## src/rtl/port_rmw_pkg.sv

```systemverilog
package port_rmw_pkg;
  localparam int unsigned OP_W = 4;

  typedef enum logic [OP_W-1:0] {
    OP_NOP     = 4'd0,
    OP_RD_BYTE = 4'd1,
    OP_RD_BIT  = 4'd2,
    OP_AND     = 4'd3,
    OP_OR      = 4'd4,
    OP_XOR     = 4'd5,
    OP_INC     = 4'd6,
    OP_DEC     = 4'd7,
    OP_DJNZ    = 4'd8,
    OP_CPL     = 4'd9,
    OP_CLR     = 4'd10,
    OP_SET     = 4'd11,
    OP_MOVC    = 4'd12,
    OP_JBC     = 4'd13
  } port_op_e;

  function automatic logic is_byte_mod(logic [OP_W-1:0] op);
    return op >= OP_AND && op <= OP_DJNZ;
  endfunction

  function automatic logic is_bit_mod(logic [OP_W-1:0] op);
    return op >= OP_CPL && op <= OP_JBC;
  endfunction
endpackage

```

## src/rtl/port_pin_sync.sv

```systemverilog
module port_pin_sync #(
  parameter int unsigned W      = 8,
  parameter int unsigned STAGES = 2,
  parameter logic [W-1:0] RST_VAL = '1
) (
  input  logic         clk_i,
  input  logic         rst_ni,
  input  logic [W-1:0] d_i,
  output logic [W-1:0] q_o
);
  logic [W-1:0] stg_q [STAGES];

  for (genvar s = 0; s < STAGES; s++) begin : g_stg
    always_ff @(posedge clk_i or negedge rst_ni) begin
      if (!rst_ni)     stg_q[s] <= RST_VAL;
      else if (s == 0) stg_q[s] <= d_i;
      else             stg_q[s] <= stg_q[(s == 0) ? 0 : s-1];
    end
  end

  assign q_o = stg_q[STAGES-1];
endmodule

```

## src/rtl/port_rmw_alu.sv

```systemverilog
module port_rmw_alu
  import port_rmw_pkg::*;
#(
  parameter int unsigned W    = 8,
  parameter int unsigned IDXW = $clog2(W)
) (
  input  logic [OP_W-1:0] op_i,
  input  logic [W-1:0]    cur_i,
  input  logic [W-1:0]    operand_i,
  input  logic [IDXW-1:0] idx_i,
  input  logic            carry_i,
  output logic [W-1:0]    nxt_o,
  output logic            wr_o,
  output logic            old_bit_o,
  output logic            nz_o
);
  logic [W-1:0] mask, dec_val;

  assign mask      = W'(1) << idx_i;
  assign dec_val   = cur_i - W'(1);
  assign old_bit_o = cur_i[idx_i];
  assign nz_o      = (dec_val != '0);
  assign wr_o      = is_byte_mod(op_i) || is_bit_mod(op_i);

  always_comb begin
    nxt_o = cur_i;
    unique case (op_i)
      OP_AND:          nxt_o = cur_i & operand_i;
      OP_OR:           nxt_o = cur_i | operand_i;
      OP_XOR:          nxt_o = cur_i ^ operand_i;
      OP_INC:          nxt_o = cur_i + W'(1);
      OP_DEC, OP_DJNZ: nxt_o = dec_val;
      OP_CPL:          nxt_o = cur_i ^ mask;
      OP_CLR, OP_JBC:  nxt_o = cur_i & ~mask;
      OP_SET:          nxt_o = cur_i | mask;
      OP_MOVC:         nxt_o = carry_i ? (cur_i | mask) : (cur_i & ~mask);
      default:         nxt_o = cur_i;
    endcase
  end
endmodule

```

## src/rtl/port_rmw_unit.sv

```systemverilog
module port_rmw_unit
  import port_rmw_pkg::*;
#(
  parameter int unsigned W    = 8,
  parameter int unsigned IDXW = $clog2(W)
) (
  input  logic            clk_i,
  input  logic            rst_ni,
  input  logic [W-1:0]    pin_i,
  input  logic            op_valid_i,
  input  logic [OP_W-1:0] op_i,
  input  logic [W-1:0]    operand_i,
  input  logic [IDXW-1:0] bit_idx_i,
  input  logic            carry_i,
  output logic [W-1:0]    latch_o,
  output logic [W-1:0]    rd_data_o,
  output logic            bit_o,
  output logic            nz_o
);
  localparam logic [W-1:0] LATCH_RST = '1;

  logic [W-1:0] pin_s, latch_q, latch_d;
  logic         alu_wr, alu_old_bit, alu_nz;

  port_pin_sync #(.W(W), .STAGES(2), .RST_VAL(LATCH_RST)) i_sync (
    .clk_i, .rst_ni, .d_i(pin_i), .q_o(pin_s)
  );

  port_rmw_alu #(.W(W), .IDXW(IDXW)) i_alu (
    .op_i, .cur_i(latch_q), .operand_i, .idx_i(bit_idx_i), .carry_i,
    .nxt_o(latch_d), .wr_o(alu_wr), .old_bit_o(alu_old_bit), .nz_o(alu_nz)
  );

  always_ff @(posedge clk_i or negedge rst_ni) begin
    if (!rst_ni)                latch_q <= LATCH_RST;
    else if (op_valid_i && alu_wr) latch_q <= latch_d;
  end

  // pin reads use the synchronizer; modify ops read the latch
  always_comb begin
    rd_data_o = '0;
    bit_o     = 1'b0;
    if (op_i == OP_RD_BYTE) begin
      rd_data_o = pin_s;
    end else if (op_i == OP_RD_BIT) begin
      bit_o = pin_s[bit_idx_i];
    end else if (is_byte_mod(op_i)) begin
      rd_data_o = latch_q;
    end else if (is_bit_mod(op_i)) begin
      rd_data_o = latch_q;
      bit_o     = alu_old_bit;
    end
  end

  assign nz_o    = (op_i == OP_DJNZ) && alu_nz;
  assign latch_o = latch_q;
endmodule

```

## config.mk

```make
export PLATFORM = sky130hd
export DESIGN_NAME = port_rmw_unit
export DESIGN_NICKNAME = d
export VERILOG_FILES = /design/src/rtl/port_rmw_pkg.sv /design/src/rtl/port_pin_sync.sv /design/src/rtl/port_rmw_alu.sv /design/src/rtl/port_rmw_unit.sv
export SDC_FILE = /design/constraint.sdc
export NUM_CORES = 1
export LEC_CHECK = 0
export ABC_AREA = 1
export BUFFER_PORTS_ARGS = -buffer_cell sky130_fd_sc_hd__buf_2
export CAP_MARGIN = 20
export CORE_MARGIN = 2
export CORE_UTILIZATION = 35
export DETAILED_ROUTE_END_ITERATION = 12
export GPL_TIMING_DRIVEN = 0
export SKIP_LAST_GASP = 1
export SYNTH_ARGS = -nofsm -noshare
export SYNTH_HDL_FRONTEND = slang
export SYNTH_HIERARCHICAL = 1
export SYNTH_SLANG_ARGS = --single-unit
export TNS_END_PERCENT = 10
```

## constraint.sdc

```tcl
create_clock -name clk_i -period 2.6 [get_ports clk_i]
set_clock_uncertainty 0.1 [all_clocks]
set_input_delay 0.39 -clock clk_i [delete_from_list [all_inputs] [get_ports clk_i]]
set_output_delay 0.39 -clock clk_i [all_outputs]
set_load 0.1 [all_outputs]
```

After elaboration in Yosys (flattened, before gate mapping)
Index checks and enable logic that the tools add are counted.
- $lt $le $gt $ge: 5
- shift-type cells: 1
- $mul: 0
- div/mod/pow operators: 0
- bitwise operators: 7
- add/subtract/negate cells: 2
- equality and inequality tests: 13
- muxes and demuxes: 14
- reductions and logical operators: 10
- operators with widths (cell ; number):
    $pmux W8 S9 ; 1
    $mux W8 ; 5
    $eq A4 B4 Y1 const B ; 6
    $and A8 B8 Y8 ; 2
    $eq A4 B3 Y1 const B ; 4
    $or A8 B8 Y8 ; 2
    $xor A8 B8 Y8 ; 2
    $reduce_bool A9 Y1 ; 1
    $add A8 B1 Y8 const B ; 1
    $eq A4 B2 Y1 const B ; 2
    $le A4 B4 Y1 const B ; 2
    $not A8 Y8 ; 1
    $reduce_bool A8 Y1 ; 1
    $shl A1 B3 Y8 const A ; 1
    $sub A8 B1 Y8 const B ; 1
    $bmux W1 S3 ; 2
    $mux W1 ; 6
    $eq A4 B1 Y1 const B ; 1
    $ge A4 B2 Y1 const B ; 1
    $ge A4 B4 Y1 const B ; 1
    $logic_and A1 B1 Y1 ; 4
    $lt A3 B4 Y1 const B ; 1
    $reduce_or A2 Y1 ; 2
    $reduce_and A2 Y1 ; 1
    $logic_or A1 B1 Y1 ; 1
- output and inout port bits: 18
- memory bits (read-only): 0
- bits in latches: 0
- memory bits (writable): 0
- memories kept: 0
- flip-flop bits (word level): 24
- word-level logic and storage cells: 55

Logic depth before layout (Yosys ltp)
Gate-level depths: netlist of run 1.
- depth after elaboration: 6
- mapped depth: 12

Modules after synthesis
Netlist of run 1, hierarchy kept.
- modules (own cells, without submodules) (module ; area each (µm²) ; seq. area each (µm²) ; times used ; cells each):
    port_rmw_alu ; 1524.0 ; 0.0 ; 1 ; 335
    port_rmw_unit ; 645.6 ; 210.2 ; 1 ; 77
    port_pin_sync ; 480.5 ; 420.4 ; 1 ; 24

Worst setup path before layout of run 1
Ideal clock, no wire load.
- kind: reg2out
- start point: register latch_q[1], in the netlist latch_o[1]
- end point: output port nz_o
- buffers on the path: 0
- cell stages (with the launch flop): 9
- setup slack: -0.995 ns
- arrival time: 3.105 ns
- cells stage by stage: dfstp_2 -> inv_1 -> ha_1 -> nand3_1 -> xor2_1 -> nor2_1 -> nand4_1 -> nand2_1 -> nor2_1
- word-level cells in the longest chain between the ends: 3
- RTL lines (element ; line ; text):
    start, declared ; port_rmw_unit.sv:22 ; logic [W-1:0] pin_s, latch_q, latch_d;
    start signal, assigned ; port_rmw_unit.sv:36 ; else if (op_valid_i && alu_wr) latch_q <= latch_d;
    $sub A8 B1 Y8 ; port_rmw_alu.sv:20 ; assign dec_val = cur_i - W'(1);
    $reduce_bool A8 Y1 ; port_rmw_alu.sv:22 ; assign nz_o = (dec_val != '0);
    via alu_nz ; port_rmw_unit.sv:23 ; logic alu_wr, alu_old_bit, alu_nz;
    $logic_and A1 B1 Y1 ; port_rmw_unit.sv:55 ; assign nz_o = (op_i == OP_DJNZ) && alu_nz;
    end, declared ; port_rmw_unit.sv:18 ; output logic nz_o
The timed path passes the listed nets, and every way through them passes these cells.

Worst setup path in the final report of run 1
Ends and elaborated chain as after synthesis.

==> metrics.yaml, run 1 <==
logic_synthesis:
  yosysTopAreaCell: "dfstp_2"
  synth_top_area_share_pct: 23.8
  syn-cell-area_um2: 2650
  yosysUniqueCellTypes: 29
  synthCells: 436
  synth_area_leaders: "dfstp_2 24%, nand2_1 23%, nand3_1 12%"
  synth_nets: 466
  ys_warn_count: 6
  ys_seq_area_share_pct: 23.8
  syn_avg_cell_area_um2: 6.08
  ys_ff_latch: 24
sta:
  slew_headroom_pct: 65.1
  setup_viol: 2
  min_period_ps: 2630
  slew_viol_final: 0
  hold_viol_final: 0
  fin_crit_sh_pct: 101
  worst_pin_slew_ps: 522
  hold_ws_ps: 112
  fmax_ghz: 0.380
  tns_ps: -64.2
  rsz0062_at_grt: "true"
  setup_ws_ps: -33.4
place:
  place.gp.congestion: 0.934
  io_buffers: 44
  place_area_um2: 3010
  post-place-cells: 579
  pre_cts_slack_ps: -205
  dpl.hpwl_um: 6080
cells_and_area:
  nets: 527
  drive_gt1_share_pct: 31.3
  final_core_util_pct: 44.8
  diodes: 0
  finalInstanceArea_um2: 3270
  area_delta_synth_final_pct: 23.2
  layout.cells.non_filler: 595
route:
  routed_wl_um: 8240
  ant_nets: 0
  vias_per_cell: 5.07
  drt_iter0_drc: 290
  vias: 3017
  drc: 0
  firstDrtPassIters: 5
  wl_per_cell_um: 13.9
global_route:
  grt_pass1_wl_um: 13000
  use_met3_pct: 2.32
  met1_usage_pct: 27.5
  grt.met2_usage_pct: 30.9
  grt_overflow: 0
  antenna_found_initial: 0
  busiest_layer: "met2"
  grt_usage_pct: 19.4
  grt_max_degree: 25
  grt_pass1_vias: 2636
power:
  power_mw: 2.84
  max-vdd-ir-drop_v: 0.000623
  p_per_area_nw_per_um2: 871
  power.leakage_nw: 1.73
critical_path:
  cp_slowest_stage_delay_ps: 650
  r2r_slack_ps: 360
  critPathBufInv: 2
  reg2reg_from: "latch_o[0]$_DFFE_PN1P_"
  worstSetupEndpoint: "nz_o"
  worstReg2RegEnd: "latch_o[4]$_DFFE_PN1P_"
  crit_cells: 9
  crit_type: "register to output port"
  critPathSlowestCell: "dfstp_4"
  critPathRequiredTime_ps: 2110
  ff2ff_path_depth: 12
  critPathLaunchType: "register"
  critPathMaxFanout: 6
  worstPathArrival_ps: 2140
  path_cells: "clkinvlp_4 > ha_4 > nand3_4 > xor2_2 > nor2_1 > nand4_1 > nand2_2 > nor2_4 > buf_12"
  worst_setup_path_end_kind: "output port"
  critPathLaunch: "latch_o[1]$_DFFE_PN1P_"
  cp_top_family: "flip-flops"
floorplanning:
  rows: 31
  start_util_pct: 36.3
  coreArea_um2: 7290
  chipHeight_um: 91.0
  die_area_um2: 8280
  die_w_um: 91.0
  io_pins: 45
run:
  max_cap_violations: 0
clocking:
  numCtsBuffers: 3
  cts.clk_slew.worst_paths_ps: 80
  clock_latency_ps: 270
  cts_buffer_depth: 2
  clock-sinks: 24
  htreeDepth: 1
  root_buffer: "clkbuf_8"
  cts_tree: "done"
  ctsHoldBuffers: 0
run_status:
  violations: "setup timing"
  status: "complete, but fails checks"
min_path:
  hold_path.class: "primary input to register"
## timing repair
action	in CTS	in global routing
gates resized for setup	12	8
cloned	0	0
setup buffers	3	11
endpoints found under the setup margin	2	2
pin swaps	1	7
## flip-flops by register name, summed over array words and instances, names as in the netlist
| name | flops |
|---|---|
| latch_o | 8 |
| i_sync/stg_q | 8 |
| i_sync/q_o | 8 |
## cell type report
| type | instances | area [µm²] |
|---|---|---|
| buffer | 13 | 96.3 |
| timing repair buffer | 58 | 359 |
| tap | 99 | 124 |
| clock buffer | 3 | 41.3 |
| fill | 803 | 4030 |
| multi-input combinational | 338 | 1740 |
| sequential | 24 | 638 |
| inverter | 59 | 235 |
| clock inverter | 1 | 30.0 |
## cells in the mapped netlist, drive strengths merged
| cell type | n |
|---|---|
| mux2 | 8 |
| dfstp | 24 |
| o22ai | 10 |
| inv | 59 |
| buf | 15 |
| nor2 | 46 |
| ha | 3 |
| nand3 | 63 |
| a211oi | 1 |
| xor2 | 2 |
| nand4 | 8 |
| nand2 | 168 |
| a21boi | 2 |
| nand3b | 1 |
| o21ai | 21 |
| a21oi | 5 |
## layer usage
layer | wire, µm | part of all wire [%] | up-vias
li1 | - | - | 1501
met1 | 3720 | 45 | 1377
met2 | 3800 | 46 | 121
met3 | 589 | 7.1 | 18
met4 | 130 | 1.6 | 0
met5 | 0 | 0 | -
## logic make-up (layout without fill, tap and decap cells)
| group | after synthesis | after routing | synth area share (%) |
|---|---|---|---|
| simple gates | 286 | 286 | 47.7 |
| buf+inv | 74 | 134 | 12.5 |
| compound gates | 39 | 39 | 10.6 |
| flops | 24 | 24 | 23.8 |
| mux | 8 | 8 | 3.40 |
| fa+ha+maj | 3 | 3 | 1.42 |
| xor+xnor | 2 | 2 | 0.661 |
## worst min path at each step
stage / cells past startpoint / slack, ps / end / start
5_1_grt: 1 / 80 / i_sync/stg_q[9]$_DFF_PN1_ / pin_i[1]
3_3_place_gp: 0 / 250 / i_sync/q_o[4]$_DFF_PN1_ / i_sync/stg_q[12]$_DFF_PN1_
6_report: 1 / 110 / i_sync/stg_q[12]$_DFF_PN1_ / pin_i[4]
3_5_place_dp: 0 / 250 / i_sync/q_o[3]$_DFF_PN1_ / i_sync/stg_q[11]$_DFF_PN1_
2_1_floorplan: 0 / 140 / i_sync/q_o[0]$_DFF_PN1_ / rst_ni
4_1_cts: 1 / 100 / i_sync/stg_q[15]$_DFF_PN1_ / pin_i[7]
## layout by cell type, fill, tap and decap left out
master,synthesis,final
bufinv_16,0,1
nor2_2,4,5
mux2_2,8,8
o22ai_2,8,8
o21ai_2,1,1
xor2_2,0,2
inv_4,1,1
clkinvlp_4,0,3
buf_12,0,2
a21oi_1,4,4
buf_2,4,44
dfstp_2,24,22
o21ai_1,5,6
o21ai_0,15,14
nand3_1,62,61
a21boi_0,1,1
inv_1,50,47
nor2_4,6,7
nor2_1,36,34
a21boi_1,1,1
nand2_2,8,9
clkbuf_8,0,3
nand3_4,1,2
ha_4,0,1
nand4_1,8,8
buf_4,10,23
a21oi_4,1,1
nand2_1,160,159
inv_2,8,8
buf_6,1,2
o22ai_1,2,2
dfstp_4,0,2
nand3b_1,1,1
ha_1,3,2
a211oi_1,1,1
## power by group
| group | switching (mW) | internal [mW] | total [mW] | leakage, nW |
|---|---|---|---|---|
| Sequential | 0.100 | 0.491 | 0.591 | 0.253 |
| Clock | 0.119 | 0.206 | 0.325 | 0.0357 |
| Combinational | 1.40 | 0.531 | 1.93 | 1.44 |
(Power assumes the default switching activity.)
==> inputs of run 2 (changes only) <==
HOLD_SLACK_MARGIN = 0.02   (was default)
PLACE_DENSITY = 0.53   (was default)
clock period = 3.2 ns   (was 2.6 ns; I/O delays follow)
==> run 2 against run 1 <==
The run now ends clean. Via count down 3.6%. Die area stayed put. Sequential share of layout area rose by 0.96 points. Core utilization decreased by 2.6 points. Non-clock buffer count fell by 12.
==> metrics.yaml, run 2 (synthesis results as in run 1) <==
global_route:
  grt_overflow: 0  # unchanged
  antenna_found_initial: 0  # unchanged
  grt_usage_pct: 19.8  # +0.36 points
  grt_pass1_wl_um: 13200  # +1.1%
  grt_pass1_vias: 2563  # -2.8%
  grt_max_degree: 25  # unchanged
place:
  place.gp.congestion: 0.883  # -5.4%
  dpl.hpwl_um: 6120  # +0.64%
  io_buffers: 44  # unchanged
critical_path:
  critPathMaxFanout: 10  # +4
  ff2ff_path_depth: 8  # -4
  worstPathArrival_ps: 2490  # +350 ps
  cp_slowest_stage_delay_ps: 670  # +20 ps
  worstReg2RegEnd: "latch_o[2]$_DFFE_PN1P_"
  path_cells: "inv_1 > ha_1 > nand3_1 > xor2_1 > nor2_1 > nand4_1 > nand2_1 > nor2_4 > clkbuf_4"
  worst_setup_path_end_kind: "output port"
  critPathRequiredTime_ps: 2620  # +510 ps
  critPathSlowestCell: "dfstp_2"
  crit_type: "register to output port"
  r2r_slack_ps: 1040  # +680 ps
  critPathLaunchType: "register"
  reg2reg_from: "latch_o[1]$_DFFE_PN1P_"
cells_and_area:
  final_cell_mix: "160 x nand2_1, 62 x nand3_1, 50 x inv_1"
  area_delta_synth_final_pct: 16.1
  final_common_cell: "nand2_1"
  diodes: 0  # unchanged
  nets: 515  # -2.3%
  drive_gt1_share_pct: 27.7  # -3.6 points
floorplanning:
  rows: 31  # unchanged
  start_util_pct: 36.3  # unchanged
  coreArea_um2: 7290  # unchanged
  die_w_um: 91.0  # unchanged
  chipHeight_um: 91.0  # unchanged
  die_area_um2: 8280  # unchanged
  io_pins: 45  # unchanged
power:
  max-vdd-ir-drop_v: 0.000459  # -26%
  power.leakage_nw: 1.68  # -3.3%
  p_per_area_nw_per_um2: 693  # -20%
sta:
  tns_ps: 0  # +64.2 ps
  worst_pin_slew_ps: 540  # +17.4 ps
  fmax_ghz: 0.326
  min_period_ps: 3070
  slew_viol_final: 0  # unchanged
  setup_viol: 0  # -2
  rsz0062_at_grt: "true"
  hold_ws_ps: 199  # +86.8 ps
  slew_headroom_pct: 64.0  # -1.2 points
  hold_viol_final: 0  # unchanged
  fin_crit_sh_pct: 95.8
clocking:
  cts_resized: 0  # -12
  cts_tree: "done"
  numCtsBuffers: 3  # unchanged
  cts.clk_slew.worst_paths_ps: 90  # about the same
  htreeDepth: 1  # unchanged
  cts_buffer_depth: 2  # unchanged
  post_cts_buffers: 0  # -3
  clock-sinks: 24  # unchanged
  root_buffer: "clkbuf_8"
  clock_latency_ps: 270  # about the same
  ctsHoldBuffers: 0  # unchanged
min_path:
  hold_path.class: "primary input to register"
  min-delay-start: "pin_i[5]"
  min_to: "i_sync/stg_q[13]$_DFF_PN1_"
  min_path_cells: 1  # unchanged
route:
  drc: 0  # unchanged
  routed_wl_um: 8210  # -0.34%
  vias: 2909  # -3.6%
  wl_per_cell_um: 14.1  # +1.7%
  drt_iter0_drc: 229  # -21%
  firstDrtPassIters: 5  # unchanged
  ant_nets: 0  # unchanged
  vias_per_cell: 4.99  # -1.6%
run_status:
  status: "complete, no violations"
run:
  max_cap_violations: 0  # unchanged
## run 2: changes by cell type in the layout (fill, tap and decap cells not counted), moves of 2 or more
cell,before,now
buf_2,44,47
inv_1,47,50
buf_12,2,0
dfstp_2,22,24
xor2_1,0,2
buf_4,23,10
xor2_2,2,0
dfstp_4,2,0
clkinvlp_4,3,0
## run 2: worst max-delay path by stage
stage	slack [ps]	endpoint	startpoint
floorplan	240	nz_o	latch_o[1]$_DFFE_PN1P_
CTS	50	nz_o	latch_o[1]$_DFFE_PN1P_
global placement	290	bit_o	bit_idx_i[0]
finish	130	nz_o	latch_o[1]$_DFFE_PN1P_
detailed placement	280	bit_o	bit_idx_i[0]
global route	-0.2	bit_o	latch_o[1]$_DFFE_PN1P_
## run 2: report_power, final
part	switching, mW	internal [mW]
clock	0.0980	0.167
sequential	0.0940	0.393
combinational	1.06	0.320
## run 2: layout make-up
cell class / instances / area (µm²)
sequential: 24 / 631
clock buffer: 3 / 41.3
inverter: 59 / 224
clock inverter: 1 / 30.0
buffer: 15 / 106
timing repair buffer: 44 / 223
fill: 836 / 4220
tap: 99 / 124
multi-input combinational: 338 / 1700
## run 2: per-layer routing
layer | vias up | GRT usage, % | share of wire (%)
met4 | 0 | 2.53 | 0.52
met1 | 1327 | 30.1 | 49
li1 | 1480 | - | -
met2 | 97 | 30.1 | 44
met5 | - | 0 | 0
met3 | 5 | 2.99 | 7.0
## run 2: per-stage QoR
stage | utilization, % | total power [mW] | instances | instance area, µm² | worst slack (ps)
final | 42.2 | 2.13 | 583 | 3080 | 133
after global routing | 42.2 | 2.28 | 583 | 3080 | -0.186
after CTS | 42.1 | 2.14 | 583 | 3070 | 53.3
after detailed placement | 41.2 | 1.86 | 579 | 3000 | 276
after global placement | 41.2 | 1.86 | 579 | 3000 | 289
after floorplan | - | 1.58 | 436 | 2660 | 244
## run 2: critical path: cells and delay by family, from the launching register on
family	cells	cell delay [ps]
simple gates	5	530
xor+xnor	1	190
flops	1	670
fa+ha+maj	1	290
buf+inv	2	520
